[config.mk]
export PLATFORM = sky130hd
export DESIGN_NAME = intx_queue_ctrl
export DESIGN_NICKNAME = d
export VERILOG_FILES = /design/src/rtl/intq_pkg.sv /design/src/rtl/intq_rst_sync.sv /design/src/rtl/intq_fifo.sv /design/src/rtl/intq_ctrl_regs.sv /design/src/rtl/intq_rdmux.sv /design/src/rtl/intx_queue_ctrl.sv
export SDC_FILE = /design/constraint.sdc
export NUM_CORES = 1
export LEC_CHECK = 0
export ABC_AREA = 0
export BUFFER_PORTS_ARGS = -buffer_cell sky130_fd_sc_hd__buf_2
export CAP_MARGIN = 20
export CORE_AREA = 2 2 107 83
export CTS_CLUSTER_DIAMETER = 30
export DETAILED_ROUTE_END_ITERATION = 7
export DIE_AREA = 0 0 109 85
export PLACE_DENSITY_LB_ADDON = 0.1
export SLEW_MARGIN = 15
export SYNTH_ARGS = -nofsm -noshare
export SYNTH_HDL_FRONTEND = slang
export SYNTH_SLANG_ARGS = --single-unit
[constraint.sdc]
create_clock -name clk -period 3.55 [get_ports clk]
set_clock_uncertainty 0.15 [all_clocks]
set_input_delay 0.71 -clock clk [delete_from_list [all_inputs] [get_ports clk]]
set_output_delay 0.71 -clock clk [all_outputs]
set_load 0.01 [all_outputs]
[src/rtl/intq_pkg.sv]
`timescale 1ns/1ps
package intq_pkg;
  // register byte offsets
  localparam int unsigned OFF_DECODE = 32'h138;
  localparam int unsigned OFF_MASK   = 32'h13C;
  localparam int unsigned OFF_PHY    = 32'h144;
  localparam int unsigned OFF_RPCTL  = 32'h148;
  localparam int unsigned OFF_HEAD1  = 32'h158;
  localparam int unsigned OFF_HEAD2  = 32'h15C;

  // bit positions
  localparam int unsigned B_INTX   = 16;
  localparam int unsigned B_LINK   = 11;
  localparam int unsigned B_BREN   = 0;
  localparam int unsigned B_NEMPTY = 18;
  localparam int unsigned B_OVF    = 19;
  localparam int unsigned W_LANE   = 27;
  localparam int unsigned W_LEVEL  = 29;
  localparam int unsigned W_VALID  = 31;

  typedef struct packed {
    logic       level;
    logic [1:0] lane;
  } intq_evt_t;

  localparam int unsigned EVT_W = $bits(intq_evt_t);

  function automatic logic [31:0] pack_head(input intq_evt_t e);
    logic [31:0] w;
    w = '0;
    w[W_VALID]          = 1'b1;
    w[W_LEVEL]          = e.level;
    w[W_LANE +: 2]      = e.lane;
    return w;
  endfunction
endpackage

[src/rtl/intq_rst_sync.sv]
`timescale 1ns/1ps
module intq_rst_sync #(
  parameter int STAGES = 2
) (
  input  logic clk,
  input  logic rst_n,
  output logic rst_sync_n
);
  logic [STAGES-1:0] sync_q;
  logic [STAGES-1:0] sync_d;

  always_comb begin
    sync_d = {sync_q[STAGES-2:0], 1'b1};
  end

  always_ff @(posedge clk or negedge rst_n) begin
    if (!rst_n) sync_q <= '0;
    else        sync_q <= sync_d;
  end

  assign rst_sync_n = sync_q[STAGES-1];
endmodule

[src/rtl/intq_fifo.sv]
`timescale 1ns/1ps
module intq_fifo #(
  parameter int DEPTH = 16,
  parameter int DW    = 3
) (
  input  logic          clk,
  input  logic          rst_n,
  input  logic          push,
  input  logic [DW-1:0] din,
  input  logic          pop,
  output logic [DW-1:0] head,
  output logic          empty,
  output logic          full,
  output logic          push_ok
);
  localparam int PTR_W = (DEPTH > 1) ? $clog2(DEPTH) : 1;
  localparam logic [PTR_W-1:0] LAST = PTR_W'(DEPTH - 1);

  logic [DW-1:0]    mem [DEPTH];
  logic [PTR_W-1:0] wr_q, rd_q;
  logic [PTR_W-1:0] wr_nxt, rd_nxt;
  logic             pop_ok;

  function automatic logic [PTR_W-1:0] bump(input logic [PTR_W-1:0] p);
    return (p == LAST) ? '0 : p + 1'b1;
  endfunction

  always_comb begin
    wr_nxt  = bump(wr_q);
    rd_nxt  = bump(rd_q);
    empty   = (wr_q == rd_q);
    full    = (wr_nxt == rd_q);
    push_ok = push & ~full;
    pop_ok  = pop & ~empty;
    head    = mem[rd_q];
  end

  always_ff @(posedge clk or negedge rst_n) begin
    if (!rst_n) begin
      wr_q <= '0;
      rd_q <= '0;
    end else begin
      if (push_ok) wr_q <= wr_nxt;
      if (pop_ok)  rd_q <= rd_nxt;
    end
  end

  always_ff @(posedge clk) begin
    if (push_ok) mem[wr_q] <= din;
  end
endmodule

[src/rtl/intq_ctrl_regs.sv]
`timescale 1ns/1ps
module intq_ctrl_regs
  import intq_pkg::*;
(
  input  logic        clk,
  input  logic        rst_n,
  input  logic        wr_decode,
  input  logic        wr_mask,
  input  logic        wr_rpctl,
  input  logic [31:0] wdata,
  input  logic        push_ok,
  input  logic        drop,
  input  logic        q_empty,
  output logic        intx_q,
  output logic [31:0] mask_q,
  output logic        bren_q,
  output logic        ovf_q,
  output logic        irq
);
  logic        intx_d, bren_d, ovf_d;
  logic [31:0] mask_d;

  always_comb begin
    intx_d = intx_q;
    mask_d = mask_q;
    bren_d = bren_q;
    ovf_d  = ovf_q;
    if (wr_decode) intx_d = (intx_q & ~wdata[B_INTX]) | ~q_empty;
    if (wr_mask) begin
      mask_d = wdata;
      if (!q_empty) intx_d = 1'b1;
    end
    if (push_ok) intx_d = 1'b1;
    if (wr_rpctl) begin
      bren_d = wdata[B_BREN];
      if (wdata[B_OVF]) ovf_d = 1'b0;
    end
    if (drop) ovf_d = 1'b1;
  end

  always_ff @(posedge clk or negedge rst_n) begin
    if (!rst_n) begin
      intx_q <= 1'b0;
      mask_q <= '0;
      bren_q <= 1'b0;
      ovf_q  <= 1'b0;
    end else begin
      intx_q <= intx_d;
      ovf_q  <= ovf_d;
      if (wr_mask)  mask_q <= mask_d;
      if (wr_rpctl) bren_q <= bren_d;
    end
  end

  assign irq = intx_q & mask_q[B_INTX];
endmodule

[src/rtl/intq_rdmux.sv]
`timescale 1ns/1ps
module intq_rdmux
  import intq_pkg::*;
#(
  parameter int ADDR_W = 12
) (
  input  logic [ADDR_W-1:0] addr,
  input  logic              intx,
  input  logic [31:0]       mask,
  input  logic              link_up,
  input  logic              bren,
  input  logic              ovf,
  input  logic              q_empty,
  input  intq_evt_t         head,
  output logic [31:0]       rdata
);
  always_comb begin
    rdata = '0;
    if (addr == ADDR_W'(OFF_DECODE)) begin
      rdata[B_INTX] = intx;
    end else if (addr == ADDR_W'(OFF_MASK)) begin
      rdata = mask;
    end else if (addr == ADDR_W'(OFF_PHY)) begin
      rdata[B_LINK] = link_up;
    end else if (addr == ADDR_W'(OFF_RPCTL)) begin
      rdata[B_BREN]   = bren;
      rdata[B_NEMPTY] = ~q_empty;
      rdata[B_OVF]    = ovf;
    end else if (addr == ADDR_W'(OFF_HEAD1)) begin
      if (!q_empty) rdata = pack_head(head);
    end
  end
endmodule

[src/rtl/intx_queue_ctrl.sv]
`timescale 1ns/1ps
module intx_queue_ctrl
  import intq_pkg::*;
#(
  parameter int DEPTH  = 16,
  parameter int ADDR_W = 12
) (
  input  logic              clk,
  input  logic              rst_n,
  input  logic              evt_valid,
  input  logic [1:0]        evt_lane,
  input  logic              evt_level,
  input  logic              link_up,
  input  logic [ADDR_W-1:0] reg_addr,
  input  logic              reg_wr,
  input  logic [31:0]       reg_wdata,
  output logic [31:0]       reg_rdata,
  output logic              irq,
  output logic              bridge_en
);
  logic      rst_sync_n;
  logic      wr_decode, wr_mask, wr_rpctl, pop_req;
  logic      q_empty, q_full, push_ok, drop;
  logic      intx_q, bren_q, ovf_q;
  logic [31:0] mask_q;
  intq_evt_t evt_in, head;

  intq_rst_sync #(.STAGES(2)) u_rst (
    .clk(clk), .rst_n(rst_n), .rst_sync_n(rst_sync_n)
  );

  always_comb begin
    wr_decode = reg_wr & (reg_addr == ADDR_W'(OFF_DECODE));
    wr_mask   = reg_wr & (reg_addr == ADDR_W'(OFF_MASK));
    wr_rpctl  = reg_wr & (reg_addr == ADDR_W'(OFF_RPCTL));
    pop_req   = reg_wr & ((reg_addr == ADDR_W'(OFF_HEAD1)) |
                          (reg_addr == ADDR_W'(OFF_HEAD2)));
    evt_in.level = evt_level;
    evt_in.lane  = evt_lane;
    drop = evt_valid & q_full;
  end

  intq_fifo #(.DEPTH(DEPTH), .DW(EVT_W)) u_fifo (
    .clk(clk), .rst_n(rst_sync_n),
    .push(evt_valid), .din(evt_in), .pop(pop_req),
    .head(head), .empty(q_empty), .full(q_full), .push_ok(push_ok)
  );

  intq_ctrl_regs u_regs (
    .clk(clk), .rst_n(rst_sync_n),
    .wr_decode(wr_decode), .wr_mask(wr_mask), .wr_rpctl(wr_rpctl),
    .wdata(reg_wdata), .push_ok(push_ok), .drop(drop), .q_empty(q_empty),
    .intx_q(intx_q), .mask_q(mask_q), .bren_q(bren_q), .ovf_q(ovf_q),
    .irq(irq)
  );

  intq_rdmux #(.ADDR_W(ADDR_W)) u_rd (
    .addr(reg_addr), .intx(intx_q), .mask(mask_q), .link_up(link_up),
    .bren(bren_q), .ovf(ovf_q), .q_empty(q_empty), .head(head),
    .rdata(reg_rdata)
  );

  assign bridge_en = bren_q;
endmodule

==> results by group, run 1 <==
Status
  • Status: complete, no violations

Floorplanning
  • I/O Pins: 86
  • Std-Cell Rows: 29
  • Die Area: approximately 0.0093 mm²
  • Die width: about 110 µm
  • Initial Util: 0.5349
  • Core box area: 0.008237 mm²
  • Die height: roughly 85 µm

STA
  • Setup TNS: 0 ns
  • Fin Hold WS: about 0.21 ns
  • Slew margin rel.: 0.3847
  • Min cycle time layout: between 3 and 4 ns
  • Setup-failing EPs final: 0
  • Crit path setup slack, layout: between 0.09 and 0.1 ns
  • RSZ-0062 raised after global routing: no
  • Final Hold Fails: 0
  • Worst-margin pin slew: 0.9229 ns
  • Slew Viols, Final: 0
  • Post-route clock period utilization: 0.9735
  • FMAX: 0.2894 GHz

Setup path
  • Reg2reg end: u_fifo.mem[2][0]$_DFFE_PP_
  • Critical path arrival: between 2 and 3 ns
  • Reg2reg setup slack: ~0.85 ns
  • Worst Path Required: roughly 2.7 ns
  • Startpoint types: primary input
  • R2R Path Start: u_fifo.wr_q[0]$_DFFE_PN0P_
  • CP endpoint kind: output pin
  • Worst reg2reg path depth: 6
  • Crit path max fanout: 4
  • Critical path type: in -> out

Global route
  • First-pass GRT wire length: between 10000 and 15000 µm
  • Largest net degree at the start of global routing: 44
  • Vias in the first global route: about 2700
  • GRT Residual Overflow: 0
  • Global-route usage over all layers: 0.1971
  • Initial antenna violation count: 0

Synth
  • Synth warnings: 0
  • Yosys reg bits: 93
  • Mean post-synth cell area: roughly 15 µm²
  • Synth Instances: 300
  • Register area share after synthesis: 0.5828
  • Mapped cell area: around 0.0044 mm²
  • Syn_nets: approximately 360
  • Distinct cell type count after synthesis: 45

Power and ir drop
  • VDD IR max: 0.0003509 V
  • LEAKAGE: 2.434 nW
  • Pwr Density: about 460 mW/mm²
  • Power Total: about 2.4 mW

Hold path
  • Hold Path Sink: u_rst.sync_q[1]$_DFF_PN0_
  • Hold Path Class: reg -> reg
  • Hold Crit Start: u_rst.sync_q[0]$_DFF_PN0_
  • Worst hold path cell count: 0

Cells and area
  • Commonest cells after routing, fill and taps aside: buf_2, edfxtp_1, dfrtp_1
  • Final core utilization: 0.6306
  • Area delta synth->final: 17.89%
  • Layout cell share with drive strength beyond 1: 0.4141
  • Layout Nets: around 450
  • Diodes inserted: 0
  • Post-Layout Cell Count: approximately 500
  • Final instance area: 0.005194 mm²
  • Most common cell after layout, fill and taps aside: buf_2

Detailed routing
  • # DRC: 0
  • Post-route ant nets: 0
  • Drt first pass iters: 4
  • DRT Wirelength: ~8400 µm
  • DR WL/cell: approximately 17 µm
  • First DRT Iteration DRCs: about 180
  • Via count: approximately 2700
  • Vias/cell: around 5.3

Placed design
  • Gpl congestion: between 0.8 and 0.9
  • # placed instances: between 400 and 500
  • Port bufs: 85
  • Post-DP Area: roughly 0.005 mm²
  • Post-DP HPWL: 6033 µm
  • Setup WS pre-CTS: approximately 0.10 ns

Job
  • Max-cap viol count: 0

Clock tree
  • Setup Buffers After CTS: 0
  • Clock root buffer: clkbuf_8
  • Clock Path Buffers: 2
  • TritonCTS clock tree: built
  • Num CTS Buffers: 9
  • Clk slew on worst S/H paths: ~0.08 ns
  • CTS Sinks: 93
  • Clock H-tree levels: 3
  • Later-pin clock latency in the skew report: around 0.36 ns
[state kept, by name, indices dropped and copies added, names as in the netlist]
| name | count |
|---|---|
| u_fifo.mem | 48 |
| u_fifo.rd_q | 4 |
| u_fifo.wr_q | 4 |
| u_regs.bren_q | 1 |
| u_regs.intx_q | 1 |
| u_regs.mask_q | 32 |
| u_regs.ovf_q | 1 |
| u_rst.sync_q | 2 |
[final cells by class]
| type | instances | area, µm² |
|---|---|---|
| fill | 616 | 3043 |
| clock inverter | 6 | 93.84 |
| tap | 108 | 135.1 |
| multi-input combinational | 185 | 1735 |
| clock buffer | 10 | 127.6 |
| timing repair buffer | 96 | 510.5 |
| inverter | 6 | 22.52 |
| sequential | 93 | 2569 |
[where the power goes]
group,switching (mW),internal (mW)
sequential,0.0750,1.22
clock,0.368,0.403
combinational,0.189,0.157
total,0.632,1.78
[layer usage]
| metal | wire [µm] | vias up | track usage |
|---|---|---|---|
| met5 | 0 | - | 0 |
| met4 | 57 | 0 | 0.05944 |
| met3 | 381 | 7 | 0.04608 |
| met2 | 3787 | 67 | 0.2823 |
| met1 | 4158 | 1308 | 0.3007 |
| li1 | - | 1289 | - |
[synth_stat cells (all sizes together)]
library cell	number	share of area
xor2	4	0.0080
mux2	43	0.14
nand2b	4	0.0057
o41ai	1	0.0020
inv	6	0.0051
nor2	6	0.0051
or4b	2	0.0062
buf	7	0.012
nor4	3	0.0057
and2	25	0.036
conb	1	0.00085
and4b	1	0.0023
o211ai	3	0.0051
clkbuf	9	0.0077
or2	1	0.0014
dfrtp	45	0.26
ha	6	0.017
o21a	1	0.0017
o22ai	4	0.0057
nand3	2	0.0023
or3b	1	0.0020
mux2i	3	0.0068
nor4b	2	0.0068
edfxtp	48	0.33
nor2b	5	0.0071
nand2	14	0.012
a21oi	2	0.0023
o21ai	3	0.0034
a31o	1	0.0020
mux4	9	0.046
and3	17	0.024
a31oi	3	0.0043
a21o	1	0.0017
and4bb	1	0.0028
a311oi	1	0.0020
or3	2	0.0028
xnor2	6	0.012
a22o	6	0.012
o31a	1	0.0020
[kinds of logic (layout without fill, tap and decap cells)]
kind of cell,after synthesis,count (layout),share of synthesized area
other,1,1,0.0008512
AND/OR/NAND/NOR,86,86,0.1224
AO/OA/AOI/OAI,27,27,0.04402
multiplexers,55,55,0.1883
flip-flops,93,93,0.5828
XOR/XNOR,10,10,0.01988
buffers and inverters,22,118,0.02471
adder cells (fa/ha/maj),6,6,0.01704
[worst max-delay path by stage]
stage | to | startpoint | slack (ns) | cells past startpoint
after global placement | reg_rdata[27] | reg_addr[11] | 0.19 | 7
after floorplan | reg_rdata[27] | reg_addr[11] | 0.38 | 4
after global routing | reg_rdata[28] | reg_addr[11] | 0.06 | 7
after CTS | reg_rdata[27] | reg_addr[11] | 0.10 | 7
after detailed placement | reg_rdata[27] | reg_addr[11] | 0.1 | 7
final | reg_rdata[27] | reg_addr[11] | 0.09 | 7
[critical path, cell delays in order]
cell     delay, ns
buf_2         0.09
or4b_4        0.55
or4b_4        0.52
nor4b_2       0.28
buf_4         0.19
a22o_1        0.13
buf_2         0.13
[what timing repair did]
action | 4_1_cts | 5_1_grt
resized for setup | 0 | 1
hold buffers | 1 | 0
hold endpoints to repair | 2 | 0
endpoints found under the setup margin | 0 | 3
Note: power is estimated with default switching activity, not from simulation.
==> run 2, diff against run 1 <==
--- a/config.mk
+++ b/config.mk
@@ -8,10 +8,11 @@
 export ABC_AREA = 0
 export BUFFER_PORTS_ARGS = -buffer_cell sky130_fd_sc_hd__buf_2
 export CAP_MARGIN = 20
-export CORE_AREA = 2 2 107 83
+export CORE_AREA = 2 2 93 95
 export CTS_CLUSTER_DIAMETER = 30
 export DETAILED_ROUTE_END_ITERATION = 7
-export DIE_AREA = 0 0 109 85
+export DIE_AREA = 0 0 95 97
+export GPL_TIMING_DRIVEN = 0
 export PLACE_DENSITY_LB_ADDON = 0.1
 export SLEW_MARGIN = 15
 export SYNTH_ARGS = -nofsm -noshare
==> run 2 against run 1 <==
Compared with the run above: setup slack improved by 0.049 ns; global-route usage is 0.46 points lower; clock-buffer cell count did not move; largest cell class unchanged; final cell count increased by 0.40%; maximum frequency is 1.4% higher; critical endpoint is now reg_rdata[5]; die area down 0.54%; sequential power about the same; largest power group unchanged; clock power down 19%.
==> results by group, run 2 (synthesized netlist as in run 1, its figures left out) <==
Status
  • Status: complete, no violations (unchanged)

Clock tree
  • Num CTS Buffers: 9 (unchanged)
  • Clk slew on worst S/H paths: 0.09 ns (was 0.08 ns)
  • Clock Path Buffers: 2 (unchanged)
  • TritonCTS clock tree: built (unchanged)
  • Clock root buffer: clkbuf_8 (unchanged)
  • CTS Sinks: 93 (unchanged)
  • Clock H-tree levels: 3 (unchanged)
  • Setup Buffers After CTS: 0 (unchanged)
  • Later-pin clock latency in the skew report: 0.35 ns (was 0.36 ns)

Setup path
  • Critical path type: in -> out (unchanged)
  • Worst Path Required: 2.69 ns (about the same)
  • Startpoint types: primary input (unchanged)
  • Crit path max fanout: 10 (was 4)
  • CP endpoint kind: output pin (unchanged)
  • Critical path arrival: 2.55 ns (was 2.60 ns)

Detailed routing
  • # DRC: 0 (unchanged)
  • DR WL/cell: 16.63 µm (about the same)
  • Post-route ant nets: 0 (unchanged)
  • Vias/cell: 5.387 (was 5.300)
  • Drt first pass iters: 4 (unchanged)
  • DRT Wirelength: 8413 µm (was 8384 µm)
  • First DRT Iteration DRCs: 81 (was 181)
  • Via count: 2726 (was 2671)

STA
  • Final Hold Fails: 0 (unchanged)
  • Slew Viols, Final: 0 (unchanged)
  • Worst-margin pin slew: 0.5978 ns (was 0.9229 ns)
  • Slew margin rel.: 0.6015 (was 0.3847)
  • Crit path setup slack, layout: 0.1431 ns (was 0.09399 ns)
  • Setup TNS: 0 ns (unchanged)
  • Setup-failing EPs final: 0 (unchanged)
  • FMAX: 0.2935 GHz (was 0.2894 GHz)
  • Post-route clock period utilization: 0.9597 (was 0.9735)
  • RSZ-0062 raised after global routing: no (unchanged)
  • Min cycle time layout: 3.407 ns (was 3.456 ns)

Global route
  • GRT Residual Overflow: 0 (unchanged)
  • Largest net degree at the start of global routing: 23 (was 44)
  • Vias in the first global route: 2781 (was 2692)
  • Global-route usage over all layers: 0.1925 (was 0.1971)
  • First-pass GRT wire length: 13580 µm (was 13740 µm)
  • Initial antenna violation count: 0 (unchanged)

Floorplanning
  • Die height: 97 µm (was 85 µm)
  • Die Area: 0.009215 mm² (was 0.009265 mm²)
  • Core box area: 0.008134 mm² (was 0.008237 mm²)
  • Std-Cell Rows: 33 (was 29)
  • Initial Util: 0.5416 (was 0.5349)
  • I/O Pins: 86 (unchanged)
  • Die width: 95 µm (was 109 µm)

Cells and area
  • Fillers: 667 (was 616)
  • Max reg flops: 48 (unchanged)
  • Layout cell share with drive strength beyond 1: 0.4115 (was 0.4141)
  • Diodes inserted: 0 (unchanged)
  • Layout Nets: 454 (was 449)
  • Commonest cells after routing, fill and taps aside: buf_2, edfxtp_1, dfrtp_1 (unchanged)
  • Top reg by flops: u_fifo.mem (unchanged)
  • Area delta synth->final: 17.86% (was 17.89%)
  • Final instance area: 0.005192 mm² (was 0.005194 mm²)
  • Post-Layout Cell Count: 506 (was 504)
  • Largest regs: u_fifo.mem (48), u_regs.mask_q (32) (unchanged)
  • Most common cell after layout, fill and taps aside: buf_2 (unchanged)

Placed design
  • Post-DP HPWL: 6250 µm (was 6033 µm)
  • # placed instances: 490 (was 487)
  • Port bufs: 84 (was 85)
  • Setup WS pre-CTS: -0.08003 ns (was 0.09984 ns)
  • Gpl congestion: 0.8160 (was 0.8106)
  • Post-DP Area: 0.004986 mm² (was 0.004956 mm²)

Power and ir drop
  • VDD IR max: 0.0002660 V (was 0.0003509 V)
  • LEAKAGE: 2.420 nW (was 2.434 nW)
  • Power Total: 2.287 mW (was 2.409 mW)
  • Pwr Density: 440.5 mW/mm² (was 463.8 mW/mm²)

Hold path
  • Hold Path Class: reg -> async (was reg -> reg)

Job
  • Max-cap viol count: 0 (unchanged)
## run 2: cell type report
type                       count  area (µm²)  area share
clock buffer                  10       127.6     0.02458
buffer                        15       85.08     0.01639
clock inverter                 6       46.29    0.008916
inverter                       6       22.52    0.004337
multi-input combinational    185        1752      0.3373
tap                          105       131.4     0.02530
timing repair buffer          86       457.9     0.08819
sequential                    93        2570      0.4949
## run 2: what timing repair did
action                                  in CTS  in global routing
gates cloned                                 0                  0
endpoints found under the setup margin      10                 15
hold buffers                                 1                  0
hold endpoints to repair                     2                  0
pin swaps                                    0                  0
resized for setup                            2                  5
## run 2: metrics by stage
step	util	hold WS, ns
6_report	0.6384	0.1057
4_1_cts	0.6354	0.1201
3_3_place_gp	0.6094	0.1869
2_1_floorplan	-	0.1812
5_1_grt	0.6384	0.1598
3_5_place_dp	0.6130	0.1169
## run 2: critical path: stages
cell and delay, ns:
buf_2 0.10, or4b_4 0.54, nor4_2 0.30, and3_2 0.29
clkbuf_1 0.30, and2_1 0.18, buf_2 0.12
## run 2: worst paths after layout
check,end,cells after the start,startpoint,slack (ns)
max in group asynchronous,u_regs.mask_q[28]$_DFFE_PN0N_,1,u_rst.sync_q[1]$_DFF_PN0_,2.64
worst max-delay path,reg_rdata[5],7,reg_addr[11],0.14
worst min register to register,u_fifo.wr_q[0]$_DFFE_PN0P_,0,u_rst.sync_q[1]$_DFF_PN0_,0.11
worst min-delay path,u_fifo.wr_q[0]$_DFFE_PN0P_,0,u_rst.sync_q[1]$_DFF_PN0_,0.11
min in group clk,u_rst.sync_q[1]$_DFF_PN0_,0,u_rst.sync_q[0]$_DFF_PN0_,0.21
worst max register to register,u_fifo.mem[8][0]$_DFFE_PP_,7,u_fifo.wr_q[0]$_DFFE_PN0P_,0.63
## run 2: power breakdown
group / internal (mW) / switching (mW)
Sequential: 1.22 / 0.0492
Clock: 0.260 / 0.366
Combinational: 0.166 / 0.230
## run 2: layer usage
metal | share of wire | vias up | routed length, µm | GRT usage
li1 | - | 1296 | - | -
met1 | 0.44 | 1352 | 3723 | 0.2493
met2 | 0.50 | 68 | 4171 | 0.3273
met3 | 0.047 | 10 | 396 | 0.03115
met4 | 0.014 | 0 | 121 | 0.06466
met5 | 0 | - | 0 | 0
==> run 3, diff against run 2 <==
--- a/config.mk
+++ b/config.mk
@@ -13,7 +13,8 @@
 export DETAILED_ROUTE_END_ITERATION = 7
 export DIE_AREA = 0 0 95 97
 export GPL_TIMING_DRIVEN = 0
-export PLACE_DENSITY_LB_ADDON = 0.1
+export MAX_ROUTING_LAYER = met4
+export PLACE_DENSITY_LB_ADDON = 0.05
 export SLEW_MARGIN = 15
 export SYNTH_ARGS = -nofsm -noshare
 export SYNTH_HDL_FRONTEND = slang
==> run 3 against run 2 <==
Compared with the run above: flip-flop and latch count unchanged; clock-buffer cell count decreased by 1; utilization increased by 0.72 points; design area increased by 1.1%; hold slack improved by 0.013 ns; combinational power about the same; critical endpoint is now reg_rdata[29].
==> results by group, run 3 (synthesized netlist as in run 1, its figures left out) <==
Global route
  • Vias in the first global route: 2795 (was 2781)
  • First-pass GRT wire length: 14110 µm (was 13580 µm)
  • Global-route usage over all layers: 0.2058 (was 0.1925)
  • Initial antenna violation count: 0 (unchanged)
  • Largest net degree at the start of global routing: 25 (was 23)
  • GRT Residual Overflow: 0 (unchanged)

STA
  • Fin Hold WS: 0.1191 ns (was 0.1057 ns)
  • Slew Viols, Final: 0 (unchanged)
  • Final Hold Fails: 0 (unchanged)
  • Crit path setup slack, layout: 0.1075 ns (was 0.1431 ns)
  • Post-route clock period utilization: 0.9697 (was 0.9597)
  • Worst-margin pin slew: 0.6012 ns (was 0.5978 ns)
  • FMAX: 0.2905 GHz (was 0.2935 GHz)
  • Min cycle time layout: 3.443 ns (was 3.407 ns)
  • Setup-failing EPs final: 0 (unchanged)
  • Slew margin rel.: 0.5992 (was 0.6015)

Detailed routing
  • Vias/cell: 5.298 (was 5.387)
  • Drt first pass iters: 4 (unchanged)
  • First DRT Iteration DRCs: 53 (was 81)
  • Via count: 2681 (was 2726)
  • # DRC: 0 (unchanged)
  • DR WL/cell: 17.07 µm (was 16.63 µm)
  • Post-route ant nets: 0 (unchanged)
  • DRT Wirelength: 8635 µm (was 8413 µm)

Setup path
  • Startpoint types: primary input (unchanged)
  • Crit path max fanout: 4 (was 10)
  • Critical path type: in -> out (unchanged)
  • Worst Path Required: 2.69 ns (about the same)
  • CP endpoint kind: output pin (unchanged)
  • Critical path arrival: 2.58 ns (was 2.55 ns)

Clock tree
  • Num CTS Buffers: 9 (unchanged)
  • Clock H-tree levels: 3 (unchanged)
  • Clock Path Buffers: 2 (unchanged)
  • Clk slew on worst S/H paths: 0.09 ns (about the same)
  • TritonCTS clock tree: built (unchanged)
  • Clock root buffer: clkbuf_8 (unchanged)
  • Later-pin clock latency in the skew report: 0.35 ns (about the same)
  • Setup Buffers After CTS: 0 (unchanged)
  • CTS Sinks: 93 (unchanged)

Status
  • Status: complete, no violations (unchanged)

Hold path
  • Hold Path Class: reg -> async (unchanged)

Cells and area
  • Top reg by flops: u_fifo.mem (unchanged)
  • Area delta synth->final: 19.20% (was 17.86%)
  • Post-Layout Cell Count: 506 (unchanged)
  • Most common cell after layout, fill and taps aside: buf_2 (unchanged)
  • Largest regs: u_fifo.mem (48), u_regs.mask_q (32) (unchanged)
  • Layout cell share with drive strength beyond 1: 0.4140 (was 0.4115)
  • Layout Nets: 454 (unchanged)
  • Commonest cells after routing, fill and taps aside: buf_2, edfxtp_1, dfrtp_1 (unchanged)
  • Max reg flops: 48 (unchanged)
  • Diodes inserted: 0 (unchanged)

Floorplanning
  • Std-Cell Rows: 33 (unchanged)
  • Die height: 97 µm (unchanged)
  • Die width: 95 µm (unchanged)
  • Initial Util: 0.5416 (unchanged)
  • Core box area: 0.008134 mm² (unchanged)
  • I/O Pins: 86 (unchanged)
  • Die Area: 0.009215 mm² (unchanged)

Power and ir drop
  • LEAKAGE: 2.458 nW (was 2.420 nW)
  • Pwr Density: 469.6 mW/mm² (was 440.5 mW/mm²)
  • VDD IR max: 0.0002771 V (was 0.0002660 V)
  • Power Total: 2.466 mW (was 2.287 mW)

Placed design
  • # placed instances: 490 (unchanged)
  • Setup WS pre-CTS: -0.09920 ns (was -0.08003 ns)
  • Gpl congestion: 0.8066 (was 0.8160)
  • Post-DP HPWL: 6393 µm (was 6250 µm)
  • Port bufs: 84 (unchanged)

Job
  • Max-cap viol count: 0 (unchanged)
==> run 3: layout make-up <==
cell class,instances,area [µm²]
plain buffers,15,86.33
inverters,6,22.52
fillers,626,2883
flip-flops and latches,93,2570
clock buffers,9,123.9
clock inverters,7,105.1
multi-input cells,185,1754
well taps,105,131.4
repair buffers,86,457.9
==> run 3: critical path: stages <==
cell and delay, ns:
buf_2 0.10, or4b_4 0.56, or4b_4 0.54, nor4b_4 0.35
a22o_1 0.18, buf_2 0.13
==> run 3: metal layers <==
metal | share of wire | routed length (µm) | vias up | GRT usage
met1 | 0.43 | 3718 | 1307 | 0.2540
met5 | 0 | 0 | - | -
met2 | 0.51 | 4367 | 61 | 0.3459
met3 | 0.047 | 403 | 15 | 0.03427
li1 | - | - | 1298 | -
met4 | 0.017 | 146 | 0 | 0.06355
==> run 3: repair_timing <==
item / in CTS / in global routing
setup endpoints to repair: 20 / 16
cloned: 0 / 0
hold buffers: 1 / 0
gates resized for setup: 2 / 7
endpoints found under the hold margin: 2 / 0
==> run 3: where the power goes <==
group	internal, mW	total, mW	switching [mW]	leakage (nW)
Combinational	0.166	0.398	0.231	1.31
Clock	0.409	0.798	0.389	0.113
Sequential	1.22	1.27	0.0532	1.04
==> run 3: final timing paths <==
check	startpoint	end	slack [ns]	cells past startpoint
hold / removal	u_rst.sync_q[1]$_DFF_PN0_	u_fifo.wr_q[1]$_DFFE_PN0P_	0.12	0
hold reg to reg	u_rst.sync_q[1]$_DFF_PN0_	u_fifo.wr_q[1]$_DFFE_PN0P_	0.12	0
setup / recovery	reg_addr[11]	reg_rdata[29]	0.11	6
max in group asynchronous	u_rst.sync_q[1]$_DFF_PN0_	u_regs.mask_q[28]$_DFFE_PN0N_	2.62	1
min in group clk	u_rst.sync_q[0]$_DFF_PN0_	u_rst.sync_q[1]$_DFF_PN0_	0.21	0
setup reg to reg	u_fifo.wr_q[0]$_DFFE_PN0P_	u_fifo.mem[8][0]$_DFFE_PP_	0.62	7
==> run 3: through the flow <==
step | TNS, ns | cell area, µm² | util
after floorplan | 0 | 4405 | -
after global placement | -0.3645 | 4957 | 0.6094
after detailed placement | -0.6923 | 4986 | 0.6130
after CTS | 0 | 5224 | 0.6422
after global routing | -0.002695 | 5251 | 0.6456
final | 0 | 5251 | 0.6456
